$ cat src/rtl/fe_mem_pkg.sv
package fe_mem_pkg;
  typedef enum logic [2:0] {
    OP_SYNC_WR = 3'd0,
    OP_SYNC_RD = 3'd1,
    OP_RAW_WR  = 3'd2,
    OP_RAW_RD  = 3'd3,
    OP_SET_TAG = 3'd4
  } op_e;

  typedef enum logic [1:0] {
    ST_OK      = 2'b00,
    ST_RETRY   = 2'b01,
    ST_ILLEGAL = 2'b10
  } status_e;

  typedef struct packed {
    logic    data_we;
    logic    tag_we;
    logic    tag_val;
    logic    ret_data;
    status_e status;
  } ctl_t;
endpackage

$ cat src/rtl/fe_tag_array.sv
module fe_tag_array #(
  parameter int DEPTH = 16,
  localparam int IDX_W = $clog2(DEPTH)
) (
  input  logic             clk_i,
  input  logic             rst_ni,
  input  logic             we_i,
  input  logic [IDX_W-1:0] idx_i,
  input  logic             val_i,
  output logic [DEPTH-1:0] tags_o
);
  for (genvar g = 0; g < DEPTH; g++) begin : g_tag
    always_ff @(posedge clk_i or negedge rst_ni) begin
      if (!rst_ni)                         tags_o[g] <= 1'b0;
      else if (we_i && idx_i == IDX_W'(g)) tags_o[g] <= val_i;
    end
  end
endmodule

$ cat src/rtl/fe_data_array.sv
module fe_data_array #(
  parameter int DEPTH  = 16,
  parameter int DATA_W = 16,
  localparam int IDX_W = $clog2(DEPTH)
) (
  input  logic              clk_i,
  input  logic              we_i,
  input  logic [IDX_W-1:0]  idx_i,
  input  logic [DATA_W-1:0] wdata_i,
  output logic [DATA_W-1:0] rdata_o
);
  logic [DATA_W-1:0] mem_q [DEPTH];

  always_ff @(posedge clk_i) begin
    if (we_i) mem_q[idx_i] <= wdata_i;
  end

  assign rdata_o = mem_q[idx_i];
endmodule

$ cat src/rtl/fe_decode.sv
module fe_decode
  import fe_mem_pkg::*;
(
  input  logic [2:0] op_i,
  input  logic       full_i,
  input  logic       set_val_i,
  output ctl_t       ctl_o
);
  always_comb begin
    ctl_o = '{data_we: 1'b0, tag_we: 1'b0, tag_val: 1'b0,
              ret_data: 1'b0, status: ST_OK};
    unique case (op_i)
      OP_SYNC_WR: begin
        if (full_i) ctl_o.status = ST_RETRY;
        else begin
          ctl_o.data_we = 1'b1;
          ctl_o.tag_we  = 1'b1;
          ctl_o.tag_val = 1'b1;
        end
      end
      OP_SYNC_RD: begin
        if (!full_i) ctl_o.status = ST_RETRY;
        else begin
          ctl_o.ret_data = 1'b1;
          ctl_o.tag_we   = 1'b1;
          ctl_o.tag_val  = 1'b0;
        end
      end
      OP_RAW_WR: ctl_o.data_we = 1'b1;
      OP_RAW_RD: ctl_o.ret_data = 1'b1;
      OP_SET_TAG: begin
        ctl_o.tag_we  = 1'b1;
        ctl_o.tag_val = set_val_i;
      end
      default: ctl_o.status = ST_ILLEGAL;
    endcase
  end
endmodule

$ cat src/rtl/fe_mem.sv
module fe_mem
  import fe_mem_pkg::*;
#(
  parameter int ADDR_W = 4,
  parameter int DATA_W = 16
) (
  input  logic              clk_i,
  input  logic              rst_ni,
  input  logic              req_valid_i,
  input  logic [2:0]        req_op_i,
  input  logic [ADDR_W-1:0] req_addr_i,
  input  logic [DATA_W-1:0] req_wdata_i,
  output logic              rsp_valid_o,
  output logic [1:0]        rsp_status_o,
  output logic              rsp_full_o,
  output logic [DATA_W-1:0] rsp_rdata_o
);
  localparam int DEPTH = 1 << ADDR_W;

  logic [DEPTH-1:0]  tag_q;
  logic [DATA_W-1:0] rd_word;
  logic              cur_full;
  ctl_t              ctl;

  assign cur_full = tag_q[req_addr_i];

  fe_decode u_dec (
    .op_i     (req_op_i),
    .full_i   (cur_full),
    .set_val_i(req_wdata_i[0]),
    .ctl_o    (ctl)
  );

  fe_tag_array #(.DEPTH(DEPTH)) u_tags (
    .clk_i (clk_i),
    .rst_ni(rst_ni),
    .we_i  (req_valid_i && ctl.tag_we),
    .idx_i (req_addr_i),
    .val_i (ctl.tag_val),
    .tags_o(tag_q)
  );

  fe_data_array #(.DEPTH(DEPTH), .DATA_W(DATA_W)) u_data (
    .clk_i  (clk_i),
    .we_i   (req_valid_i && ctl.data_we),
    .idx_i  (req_addr_i),
    .wdata_i(req_wdata_i),
    .rdata_o(rd_word)
  );

  // response captured at the same edge that applies the update
  always_ff @(posedge clk_i or negedge rst_ni) begin
    if (!rst_ni) begin
      rsp_valid_o  <= 1'b0;
      rsp_status_o <= ST_OK;
      rsp_full_o   <= 1'b0;
      rsp_rdata_o  <= '0;
    end else begin
      rsp_valid_o <= req_valid_i;
      if (req_valid_i) begin
        rsp_status_o <= ctl.status;
        rsp_full_o   <= cur_full;
        rsp_rdata_o  <= ctl.ret_data ? rd_word : '0;
      end
    end
  end
endmodule

$ cat config.mk
export PLATFORM = sky130hd
export DESIGN_NAME = fe_mem
export DESIGN_NICKNAME = d
export VERILOG_FILES = /design/src/rtl/fe_mem_pkg.sv /design/src/rtl/fe_tag_array.sv /design/src/rtl/fe_data_array.sv /design/src/rtl/fe_decode.sv /design/src/rtl/fe_mem.sv
export SDC_FILE = /design/constraint.sdc
export NUM_CORES = 1
export LEC_CHECK = 0
export ABC_AREA = 0
export CAP_MARGIN = 20
export CORE_AREA = 2 2 186 188
export CTS_CLUSTER_SIZE = 12
export DETAILED_ROUTE_END_ITERATION = 10
export DIE_AREA = 0 0 188 190
export DONT_BUFFER_PORTS = 1
export GPL_TIMING_DRIVEN = 0
export PLACE_DENSITY = 0.51
export RECOVER_POWER = 100
export SLEW_MARGIN = 20
export SYNTH_ARGS = -nofsm -noshare
export SYNTH_HDL_FRONTEND = slang
export SYNTH_SLANG_ARGS = --single-unit
$ cat constraint.sdc
create_clock -name clk_i -period 4.15 [get_ports clk_i]
set_input_delay 0.83 -clock clk_i [delete_from_list [all_inputs] [get_ports clk_i]]
set_output_delay 0.83 -clock clk_i [all_outputs]
set_load 0.02 [all_outputs]
# [After elaboration in Yosys (flattened, before gate mapping)]
# Memory sizes are Yosys's and may differ from the RTL's.
# Index checks and enable logic that the tools add are counted.
[classes] n_addsub=0 mul=0 n_div=0 n_lt_le_gt_ge=1 eq_ne=19 n_shift=0 mux=13 n_bitwise=0 reduce_logical=21
[op_table] op="$eq A4 B4 Y1 const B" n=8
[op_table] op="$logic_and A1 B1 Y1" n=18
[op_table] op="$eq A4 B3 Y1 const B" n=4
[op_table] op="$mux W16" n=1
[op_table] op="$pmux W2 S3" n=2
[op_table] op="$eq A4 B2 Y1 const B" n=2
[op_table] op="$eq A3 B2 Y1 const B" n=2
[op_table] op="$mux W3" n=2
[op_table] op="$lt A4 B5 Y1 const B" n=1
[op_table] op="$mux W1" n=5
[op_table] op="$bmux W1 S4" n=1
[op_table] op="$eq A4 B1 Y1 const B" n=1
[op_table] op="$logic_not A4 Y1" n=1
[op_table] op="$pmux W1 S2" n=2
[op_table] op="$eq A3 B1 Y1 const B" n=1
[op_table] op="$eq A3 B3 Y1 const B" n=1
[op_table] op="$logic_not A3 Y1" n=1
[op_table] op="$reduce_or A3 Y1" n=1
[word_totals] regBits=36 latchBits=0 ramBits=256 mem_bits_ro=0 output_inout_bits=20 word_cells=75 mem_count=1
[memory_table] memory="u_data.mem_q" words=16 word_bits=16 rd=1 rd_ports_with_merged_regs=0 write_ports=1 line_no="fe_data_array.sv:12" source="logic [DATA_W-1:0] mem_q [DEPTH];"

# [Logic depth before layout (Yosys ltp)]
# Gate-level depths: netlist (run 1).
[depth] word_depth=7 mapped_depth=8 depth_no_buf=5

# [Hierarchy]
# Synthesis (run 1) repeated with hierarchy kept, for this count alone.
[hier_totals] hier_cells=582 hier_area_um2=11469.8
[modules_own_cells] module="fe_data_array" n_inst=1 cells_per_inst=418 area_each_um2=9703.1 seq_area_each_um2=7687.4
[modules_own_cells] module="fe_mem" n_inst=1 cells_per_inst=92 area_each_um2=949.7 seq_area_each_um2=500.5
[modules_own_cells] module="fe_tag_array" n_inst=1 cells_per_inst=59 area_each_um2=725.7 seq_area_each_um2=400.4
[modules_own_cells] module="fe_decode" n_inst=1 cells_per_inst=13 area_each_um2=91.3 seq_area_each_um2=0.0

# [Worst setup path after synthesis (run 1)]
# No wires, ideal clock.
[synth_path] path_type="input port to flip-flop" from="input port req_addr_i[0]" to="memory u_data.mem_q[13][0] (enable)" t_arrival_ps=2624 t_required_ps=3762 setup_slack_ps=1138 path_stages=7 path_cell_list="clkbuf_1 -> or2_2 -> o22ai_1 -> or2_1 -> buf_2 -> o21ai_0 -> nor2_1"
[synth_between] elab_chain_len=7
[synth_lines] element="start: declaration" line_no="fe_mem.sv:11" source="input logic [ADDR_W-1:0] req_addr_i,"
[synth_lines] element="$bmux W1 S4" line_no="fe_mem.sv:25" source="assign cur_full = tag_q[req_addr_i];"
[synth_lines] element="$mux W1 (not written as such)" line_no="fe_mem.sv:25"
[synth_lines] element="$mux W3" line_no="fe_decode.sv:14" source="if (full_i) ctl_o.status = ST_RETRY;"
[synth_lines] element="$pmux W1 S2" line_no="fe_decode.sv:12" source="unique case (op_i)"
[synth_lines] element="$logic_and A1 B1 Y1" line_no="fe_mem.sv:45" source=".we_i (req_valid_i && ctl.data_we),"
[synth_lines] element="$mux W1" line_no="fe_data_array.sv:15" source="if (we_i) mem_q[idx_i] <= wdata_i;"
[synth_lines] element="$mux W1 (not written as such)" line_no="fe_data_array.sv:15"
[synth_lines] element="end: declaration" line_no="fe_data_array.sv:12"
# Several ways; a longest one is shown, not always the timed one. The select of a mux whose other input is x is not followed.

# [Worst setup path after layout (run 1)]
[layout_path] from="input port req_addr_i[3]" to="memory u_data.mem_q[15][5] (enable)"
# Same word-level chain as after synthesis.

==> impl_metrics.toml, run 1 <==
[cells_and_area]
final_layout_size_suffix_gt1_share_pct = 24.8
final_nets = 642
antenna_cells = 0
syn_to_final_growth_pct = 13.3
fin_util_pct = 39.0
postLayoutCellArea_um2 = 13200

[global_route]
track_usage_pct = 15.7
grt_pass1_vias = 6187
grt_pass1_wl_mm = 40.8
grt_max_degree = 37
globalRoute.totalOverflow = 0
antenna_found_initial = 0

[placement]
post_dp_cell_area_um2 = 12400
io_buffer_count = 0
gp_routability_congestion = 0.803
hpwlAfterDp_mm = 17.3

[timing]
hold_viol_final = 0
min_period_over_period_pct = 86.0
max_freq_mhz = 280
relSlewSlack_pct = -58.1
hold_ws_ps = 302
timing.clock.skew_ps = 16.9
tns_ps = 0
period_needed_ps = 3570
rsz0062_at_grt = "false"
setup_viol = 0
slew_violations = 37
max_slew.worst_pin.slew_ps = 2370

[synth]
yosys-top-cells-area = "edfxtp_1, mux4_2, dfrtp_1"
netlist_area_um2 = 11700
synth.most_common_cell = "edfxtp_1"
syn_inst = 578
yosys-top-cells-count = "edfxtp_1, mux4_2, dfrtp_1, nor2_1, o21ai_0"
synth_cell_types = 38
synth_edf_count = 256
syn_avg_cell_area_um2 = 20.2
postSynthNetCount = 604
async_reset_ff_share_pct = 12.3
ys_seq_area_share_pct = 73.5
yosysWarningCount = 0
ys_seq_elements = 292
yosysTopAreaCellShare_pct = 65.8
netlist.top_cell.by_area = "edfxtp_1"
ys.flop_type = "edfxtp_1"

[critical_path]
path_common_cell = "clkbuf_1"
worst_path_max_delay_cell = "nor2_2"
cp_cell_sequence = "clkbuf_1 -> clkbuf_1 -> nand2_1 -> nor2_1 -> o21ai_1 -> nor2_2"
critPathKind = "input port to flop"
end_kind = "flop"
cp.required_ps = 4300
worstPathArrival_ps = 3720
critPathMaxStageDelay_ps = 1040
crit_path_start_kind = "input port"
crit_fanout = 16

[cts]
clk_latency_ps = 560
cts.sinks = 292
tritoncts = "done"
htreeDepth = 1
clock_path_buffers = 3
root_buffer = "clkbuf_16"
clk_pin_slew_ps = 60
cts_made_buffers = 31
cts_resized = 0

[drt]
drc = 0
viasPerCell = 5.33
wl_per_cell_um = 25.5
final_antenna_net_count = 0
first_iter_violations = 516
drtPass1Iterations = 5
vias = 5823
routed_wl_mm = 27.8

[die]
start_util_pct = 34.4
ios = 46
core-area_um2 = 33900
die_y_um = 190
fp.dieW_um = 188
die_area_um2 = 35700
placementRows = 68

[status]
violations = "max-capacitance violations, max-slew violations"
status = "finished, violations left"

[pwr]
peakVddDrop_uv = 289
finalPower_mw = 6.16
power_density_nw_per_um2 = 465
leakagePower_nw = 4.09

[hold_path]
worstHoldPathType = "input port to flop"

[run]
max-cap-violations = 1
[report_power, final]
group | internal [mW] | switching, mW | leakage, nW
Combinational | 0.121 | 0.160 | 0.918
Clock | 1.54 | 1.08 | 0.465
Sequential | 3.22 | 0.0387 | 2.71
[final cells by class]
type,instances,area (µm²)
Clock inverter,11,103
Inverter,19,71.3
Timing Repair Buffer,5,41.3
Buffer,32,160
Tap cell,455,569
Sequential cell,292,8590
Multi-Input combinational cell,235,2850
Fill cell,3031,20700
Clock buffer,43,851
[metal layers]
layer | vias to the layer above | global-route usage (%) | part of all wire (%)
met5 | - | 0 | 0
met4 | 0 | 4.42 | 2.3
met3 | 51 | 3.23 | 6.4
met2 | 182 | 26.3 | 49
met1 | 3122 | 20.9 | 42
li1 | 2468 | - | -
[metrics by stage]
stage,cells,setup slack (ps)
2_1_floorplan,578,1140
3_3_place_gp,1033,-513
3_5_place_dp,1037,164
4_1_cts,1092,748
5_1_grt,1092,358
6_report,1092,581
[layout by cell type, fill, tap and decap left out, types with 16 or more instances in the layout]
master     instances
dfrtp_1           36
o31ai_1           17
clkbuf_1          29
clkbuf_16         31
o21ai_0           19
nor2_1            23
a22oi_1           16
clkinv_1          19
mux4_2            80
edfxtp_1         256
[logic make-up (layout without fill, tap and decap cells)]
group / after synthesis / in the layout / share of synthesized area (%)
muxes: 88 / 88 / 16.2
and+or+nand+nor: 66 / 66 / 2.65
DFF: 292 / 292 / 73.5
buffers and inverters: 51 / 110 / 2.06
AOI/OAI and AO/OA: 81 / 81 / 5.56
[critical path: cells and delay by family]
family          cells  cell delay (ps)
compound gates      1              250
buf+inv             2             1020
simple gates        3             1600
[path summary, 6_finish.rpt]
path / to / slack, ps / cells past startpoint / start
worst max-delay path: u_data.mem_q[15][5] / 580 / 6 / req_addr_i[3]
max in group asynchronous: rsp_rdata_o[12] / 1790 / 1 / rst_ni
worst max register to register: u_data.mem_q[0][8] / 830 / 6 / u_tags.tags_o[3]
worst min register to register: u_tags.tags_o[6] / 540 / 2 / u_tags.tags_o[6]
min in group asynchronous: u_tags.tags_o[13] / 990 / 1 / rst_ni
worst min-delay path: rsp_valid_o / 300 / 0 / req_valid_i
[sequential cells by signal, summed over array words and instances (netlist names)]
signal and count:
rsp_full_o 1, rsp_rdata_o 16, rsp_status_o 2, rsp_valid_o 1
u_data.mem_q 256, u_tags.tags_o 16
[repair_timing]
item,4_1_cts,5_1_grt
setup buffers,0,0
endpoints found under the setup margin,0,0
endpoints found under the hold margin,36,0
hold buffers,1,0
Note: power is estimated with default switching activity, not from simulation.
==> run 2, diff against run 1 <==
--- a/config.mk
+++ b/config.mk
@@ -5,12 +5,12 @@
 export SDC_FILE = /design/constraint.sdc
 export NUM_CORES = 1
 export LEC_CHECK = 0
-export ABC_AREA = 0
+export ABC_AREA = 1
 export CAP_MARGIN = 20
-export CORE_AREA = 2 2 186 188
+export CORE_AREA = 2 2 184 186
 export CTS_CLUSTER_SIZE = 12
 export DETAILED_ROUTE_END_ITERATION = 10
-export DIE_AREA = 0 0 188 190
+export DIE_AREA = 0 0 186 188
 export DONT_BUFFER_PORTS = 1
 export GPL_TIMING_DRIVEN = 0
 export PLACE_DENSITY = 0.51
==> run 2 against run 1 <==
Effect of this change:
- the flow still finishes with violations (max-capacitance violations, max-slew violations)
- final cell count rose by 31%
- sequential cell count did not move
- critical path type unchanged
- largest power group unchanged
- synthesized area is 2.4% lower
==> impl_metrics.toml, run 2 <==
[status]
status = "finished, violations left"
violations = "max-capacitance violations, max-slew violations"

[drt]
vias = 7344
wl_per_cell_um = 22.0
final_antenna_net_count = 0
drc = 0
viasPerCell = 5.12
drtPass1Iterations = 5
routed_wl_mm = 31.6
first_iter_violations = 763

[global_route]
globalRoute.totalOverflow = 0
grt_pass1_vias = 7016
antenna_found_initial = 1
track_usage_pct = 18.2
grt_max_degree = 37
grt_pass1_wl_mm = 46.3

[die]
ios = 46
die_y_um = 188
core-area_um2 = 33100
fp.dieW_um = 186
start_util_pct = 34.4
die_area_um2 = 35000
placementRows = 67

[cells_and_area]
syn_to_final_growth_pct = 15.0
seq_area_um2 = 8590
final_layout_size_suffix_gt1_share_pct = 9.33
mostFrequentLayoutCell = "edfxtp_1"
mostFrequentLayoutCells = "edfxtp_1, nand2_1, nor2_1, o22ai_1, clkbuf_1"
top_regs = "u_data.mem_q: 256 flops, rsp_rdata_o: 16 flops, u_tags.tags_o: 16 flops"
postLayoutCellArea_um2 = 13100
final_nets = 988
top_register = "u_data.mem_q"
final_cells = 1434
multi_input_area_um2 = 2500
largest_reg_flops = 256
fillerInstances = 3157
antenna_cells = 0

[synth]
yosysTopAreaCellShare_pct = 67.4
synth_cell_types = 27
ys.flop_type = "edfxtp_1"
syn_avg_cell_area_um2 = 12.7
netlist.top_cell.by_area = "edfxtp_1"
yosys-top-cells-area = "edfxtp_1, dfrtp_1, nand2_1"
yosysWarningCount = 0
yosys-top-cells-count = "edfxtp_1, nand2_1, nor2_1, o22ai_1, o21ai_0"
ys_seq_area_share_pct = 75.3
synth_edf_count = 256
ys_seq_elements = 292
async_reset_ff_share_pct = 12.3
netlist_area_um2 = 11400
postSynthNetCount = 923
synth.most_common_cell = "edfxtp_1"
syn_inst = 897

[timing]
relSlewSlack_pct = -53.9
min_period_over_period_pct = 82.3
timing.clock.skew_ps = 20.7
max_slew.worst_pin.slew_ps = 2310
period_needed_ps = 3410
hold_ws_ps = 299
hold_viol_final = 0
setup_viol = 0
slew_violations = 37
max_freq_mhz = 293
rsz0062_at_grt = "false"

[cts]
cts_resized = 0
clk_pin_slew_ps = 60
cts_made_buffers = 30
tritoncts = "done"
clk_latency_ps = 560
htreeDepth = 1
cts_hold_buf = 1
root_buffer = "clkbuf_16"
cts_setup_buffers = 0
clock_path_buffers = 3
cts.sinks = 292

[critical_path]
cp-endpoint = "u_data.mem_q[3][9]"
worstPathArrival_ps = 3630
cp.required_ps = 4360
critPathMaxStageDelay_ps = 870
reg2reg_depth = 11
path_common_cell = "nand2_1"
cp-startpoint = "req_addr_i[3]"
end_kind = "flop"
r2r_slack_ps = 990
reg2reg_to = "u_data.mem_q[3][9]"
cp_cell_sequence = "nand2_1 -> inv_1 -> nand2_1 -> nand2_1 -> nor2_1 -> o21ai_2 -> clkbuf_1 -> nor3_1 -> clkbuf_1"
crit_fanout = 10
crit_path_start_kind = "input port"
regToRegStartpoint = "u_tags.tags_o[10]"
worst_path_max_delay_cell = "nor3_1"
critPathKind = "input port to flop"

[placement]
io_buffer_count = 0
dpl.cell_count = 1377
gp_routability_congestion = 0.795
hpwlAfterDp_mm = 21.2
post_dp_cell_area_um2 = 12300

[pwr]
p_comb_share_pct = 4.7
p_switching_mw = 1.33
seqPwrFrac_pct = 52.7
p_clk_share_pct = 42.6
power_density_nw_per_um2 = 473
leakagePower_nw = 4.58
finalPower_mw = 6.20
peakVddDrop_uv = 281
switching_share_pct = 21.4
p_int_mw = 4.87

[run]
max-cap-violations = 1

[hold_path]
worstHoldPathType = "input port to flop"
-- run 2: power groups by stage --
stage	Sequential, mW	Combinational (mW)	Clock (mW)
after floorplan	3.32	0.183	0
after global placement	3.33	0.283	0
after detailed placement	3.33	0.293	0
after CTS	3.27	0.305	2.68
after global routing	3.27	0.323	2.79
final	3.27	0.291	2.64
-- run 2: how the worst min path moves through the flow --
stage,from,endpoint,slack [ps],depth (start not counted)
2_1_floorplan,u_tags.tags_o[5],u_tags.tags_o[5],440,2
3_3_place_gp,u_tags.tags_o[12],u_tags.tags_o[12],460,2
3_5_place_dp,u_tags.tags_o[7],u_tags.tags_o[7],460,2
4_1_cts,rst_ni,u_tags.tags_o[15],100,1
5_1_grt,req_valid_i,rsp_valid_o,290,0
6_report,req_valid_i,rsp_valid_o,300,0
-- run 2: area by class of cell --
cell class / instances / area share [%]
Buffer: 48 / 1.79
Clock buffer: 52 / 7.05
Clock inverter: 4 / 0.343
Inverter: 15 / 0.429
Multi-Input combinational cell: 542 / 19.1
Sequential cell: 292 / 65.5
Tap cell: 448 / 4.27
Timing Repair Buffer: 33 / 1.55
-- run 2: metal layers --
| metal | wire, µm | global-route usage [%] | up-vias |
|---|---|---|---|
| li1 | - | - | 3397 |
| met1 | 13800 | 25.5 | 3632 |
| met2 | 14600 | 28.7 | 259 |
| met3 | 2350 | 3.57 | 54 |
| met4 | 732 | 5.03 | 2 |
| met5 | 8 | 0 | - |
-- run 2: cell families after synthesis --
family                 count (synthesis)  share of synthesized area (%)
AND/OR/NAND/NOR                      402                           14.6
buffers and inverters                 63                           2.73
flip-flops                           292                           75.3
AO/OA/AOI/OAI                        140                           7.40
-- run 2: worst max-delay path: cells and delay by family --
family          cells  cell delay, ps
simple gates        5            1660
buf+inv             3             950
compound gates      1             190
-- run 2: stage by stage --
stage	TNS (ps)	setup WS, ps	util (%)
floorplan	0	896	-
detailed placement	0	653	37.3
finish	0	736	39.6
CTS	0	1230	40.3
global placement	-200210	-1020	36.1
global route	0	542	39.6
==> run 3, diff against run 2 <==
==> constraint.sdc (replaced) <==
create_clock -name clk_i -period 3.4 [get_ports clk_i]
set_input_delay 0.68 -clock clk_i [delete_from_list [all_inputs] [get_ports clk_i]]
set_output_delay 0.68 -clock clk_i [all_outputs]
set_load 0.02 [all_outputs]
==> run 3 against run 2 <==
Effect of this change:
- the flow now finishes without violations
- register-to-register slack worse by 510 ps
- core utilization is 0.35 points higher
- clock power is 22% higher
- global-route usage hardly changed
==> impl_metrics.toml, run 3 (synthesized netlist as in run 2, its figures left out) <==
[status]
status = "complete, no violations"

[placement]
hpwlAfterDp_mm = 21.2
gp_routability_congestion = 0.795
place_ws_ps = 53.1
io_buffer_count = 0

[global_route]
track_usage_pct = 18.2
globalRoute.totalOverflow = 0
antenna_found_initial = 1
grt_pass1_vias = 7027
grt_max_degree = 37
grt_pass1_wl_mm = 46.3

[drt]
wl_per_cell_um = 21.9
drtPass1Iterations = 5
drc = 0
vias = 7387
viasPerCell = 5.15
routed_wl_mm = 31.5
first_iter_violations = 736
final_antenna_net_count = 0

[critical_path]
critPathKind = "input port to flop"
crit_path_start_kind = "input port"
end_kind = "flop"
cp.required_ps = 3640
worstPathArrival_ps = 3300
crit_fanout = 10

[cts]
cts_resized = 0
clock_path_buffers = 3
cts_made_buffers = 30
root_buffer = "clkbuf_16"
clk_pin_slew_ps = 60
clk_latency_ps = 560
htreeDepth = 1
cts.sinks = 292
tritoncts = "done"

[timing]
setup_viol = 0
tns_ps = 0
min_period_over_period_pct = 90.0
rsz0062_at_grt = "false"
timing.clock.skew_ps = 16.7
max_freq_mhz = 327
hold_viol_final = 0
hold_ws_ps = 152
relSlewSlack_pct = 29.1
setup_slack_ps = 341
period_needed_ps = 3060
max_slew.worst_pin.slew_ps = 1060
slew_violations = 0

[cells_and_area]
fin_util_pct = 40.0
syn_to_final_growth_pct = 16.0
mostFrequentLayoutCells = "edfxtp_1, nand2_1, nor2_1, o22ai_1, clkbuf_1"
largest_reg_flops = 256
antenna_cells = 0
mostFrequentLayoutCell = "edfxtp_1"
top_regs = "u_data.mem_q: 256 flops, rsp_rdata_o: 16 flops, u_tags.tags_o: 16 flops"
top_register = "u_data.mem_q"
fillerInstances = 3137
final_layout_size_suffix_gt1_share_pct = 11.1
final_nets = 989

[run]
max-cap-violations = 0

[die]
die_area_um2 = 35000
placementRows = 67
die_y_um = 188
start_util_pct = 34.4
ios = 46
fp.dieW_um = 186
core-area_um2 = 33100

[hold_path]
worstHoldPathType = "input port to flop"

[pwr]
power_density_nw_per_um2 = 572
peakVddDrop_uv = 340
finalPower_mw = 7.57
leakagePower_nw = 4.65
[run 3: changes by cell type in the layout (fill, tap and decap cells not counted), sizes merged]
cell         before  now
buf              41   51
clkbuf           92   82
dlygate4sd3       0    1
[run 3: final timing paths]
check | slack, ps | startpoint | endpoint | cells past startpoint
hold reg to reg | 470 | u_tags.tags_o[0] | u_tags.tags_o[0] | 2
hold / removal | 150 | req_valid_i | rsp_valid_o | 0
min in group asynchronous | 630 | rst_ni | u_tags.tags_o[7] | 2
max in group asynchronous | 2550 | rst_ni | rsp_rdata_o[6] | 2
setup / recovery | 340 | req_addr_i[0] | u_data.mem_q[5][13] | 7
setup reg to reg | 480 | u_tags.tags_o[1] | u_data.mem_q[4][13] | 11
[run 3: layer usage]
layer  GRT usage [%]  up-vias  share of wire, %
met2            28.8      266                46
li1                -     3397                 -
met3            3.57       55               7.2
met5               0        -             0.022
met1            25.5     3667                44
met4            5.03        2               2.3
[run 3: layout make-up]
type                            count  area (µm²)  area share, %
Buffer                             48         235           1.78
Clock buffer                       52         925           6.99
Clock inverter                      4        45.0          0.340
Inverter                           15        56.3          0.426
Multi-Input combinational cell    542        2520           19.1
Sequential cell                   292        8590           64.9
Tap cell                          448         561           4.24
Timing Repair Buffer               34         298           2.25
[run 3: stage by stage]
step	instance area, µm²	std cells
finish	13200	1435
global route	13200	1435
CTS	13400	1435
detailed placement	12300	1377
global placement	12000	1345
floorplan	11400	897
[run 3: repair_timing]
| item | 4_1_cts | 5_1_grt |
|---|---|---|
| setup buffers | 0 | 0 |
| hold buffers | 2 | 0 |
| hold endpoints to repair | 36 | 0 |
[run 3: power by group]
group / internal (mW) / leakage, nW / switching [mW]
Combinational: 0.0972 / 1.39 / 0.264
Sequential: 3.95 / 2.79 / 0.0389
Clock: 1.90 / 0.466 / 1.32
Total: 5.95 / 4.65 / 1.62
[run 3: worst max-delay path: stages]
cell      delay [ps]
inv_1            150
nor2_1           460
inv_2            150
clkbuf_1         360
clkbuf_1         400
nor3_1           760
buf_4            330
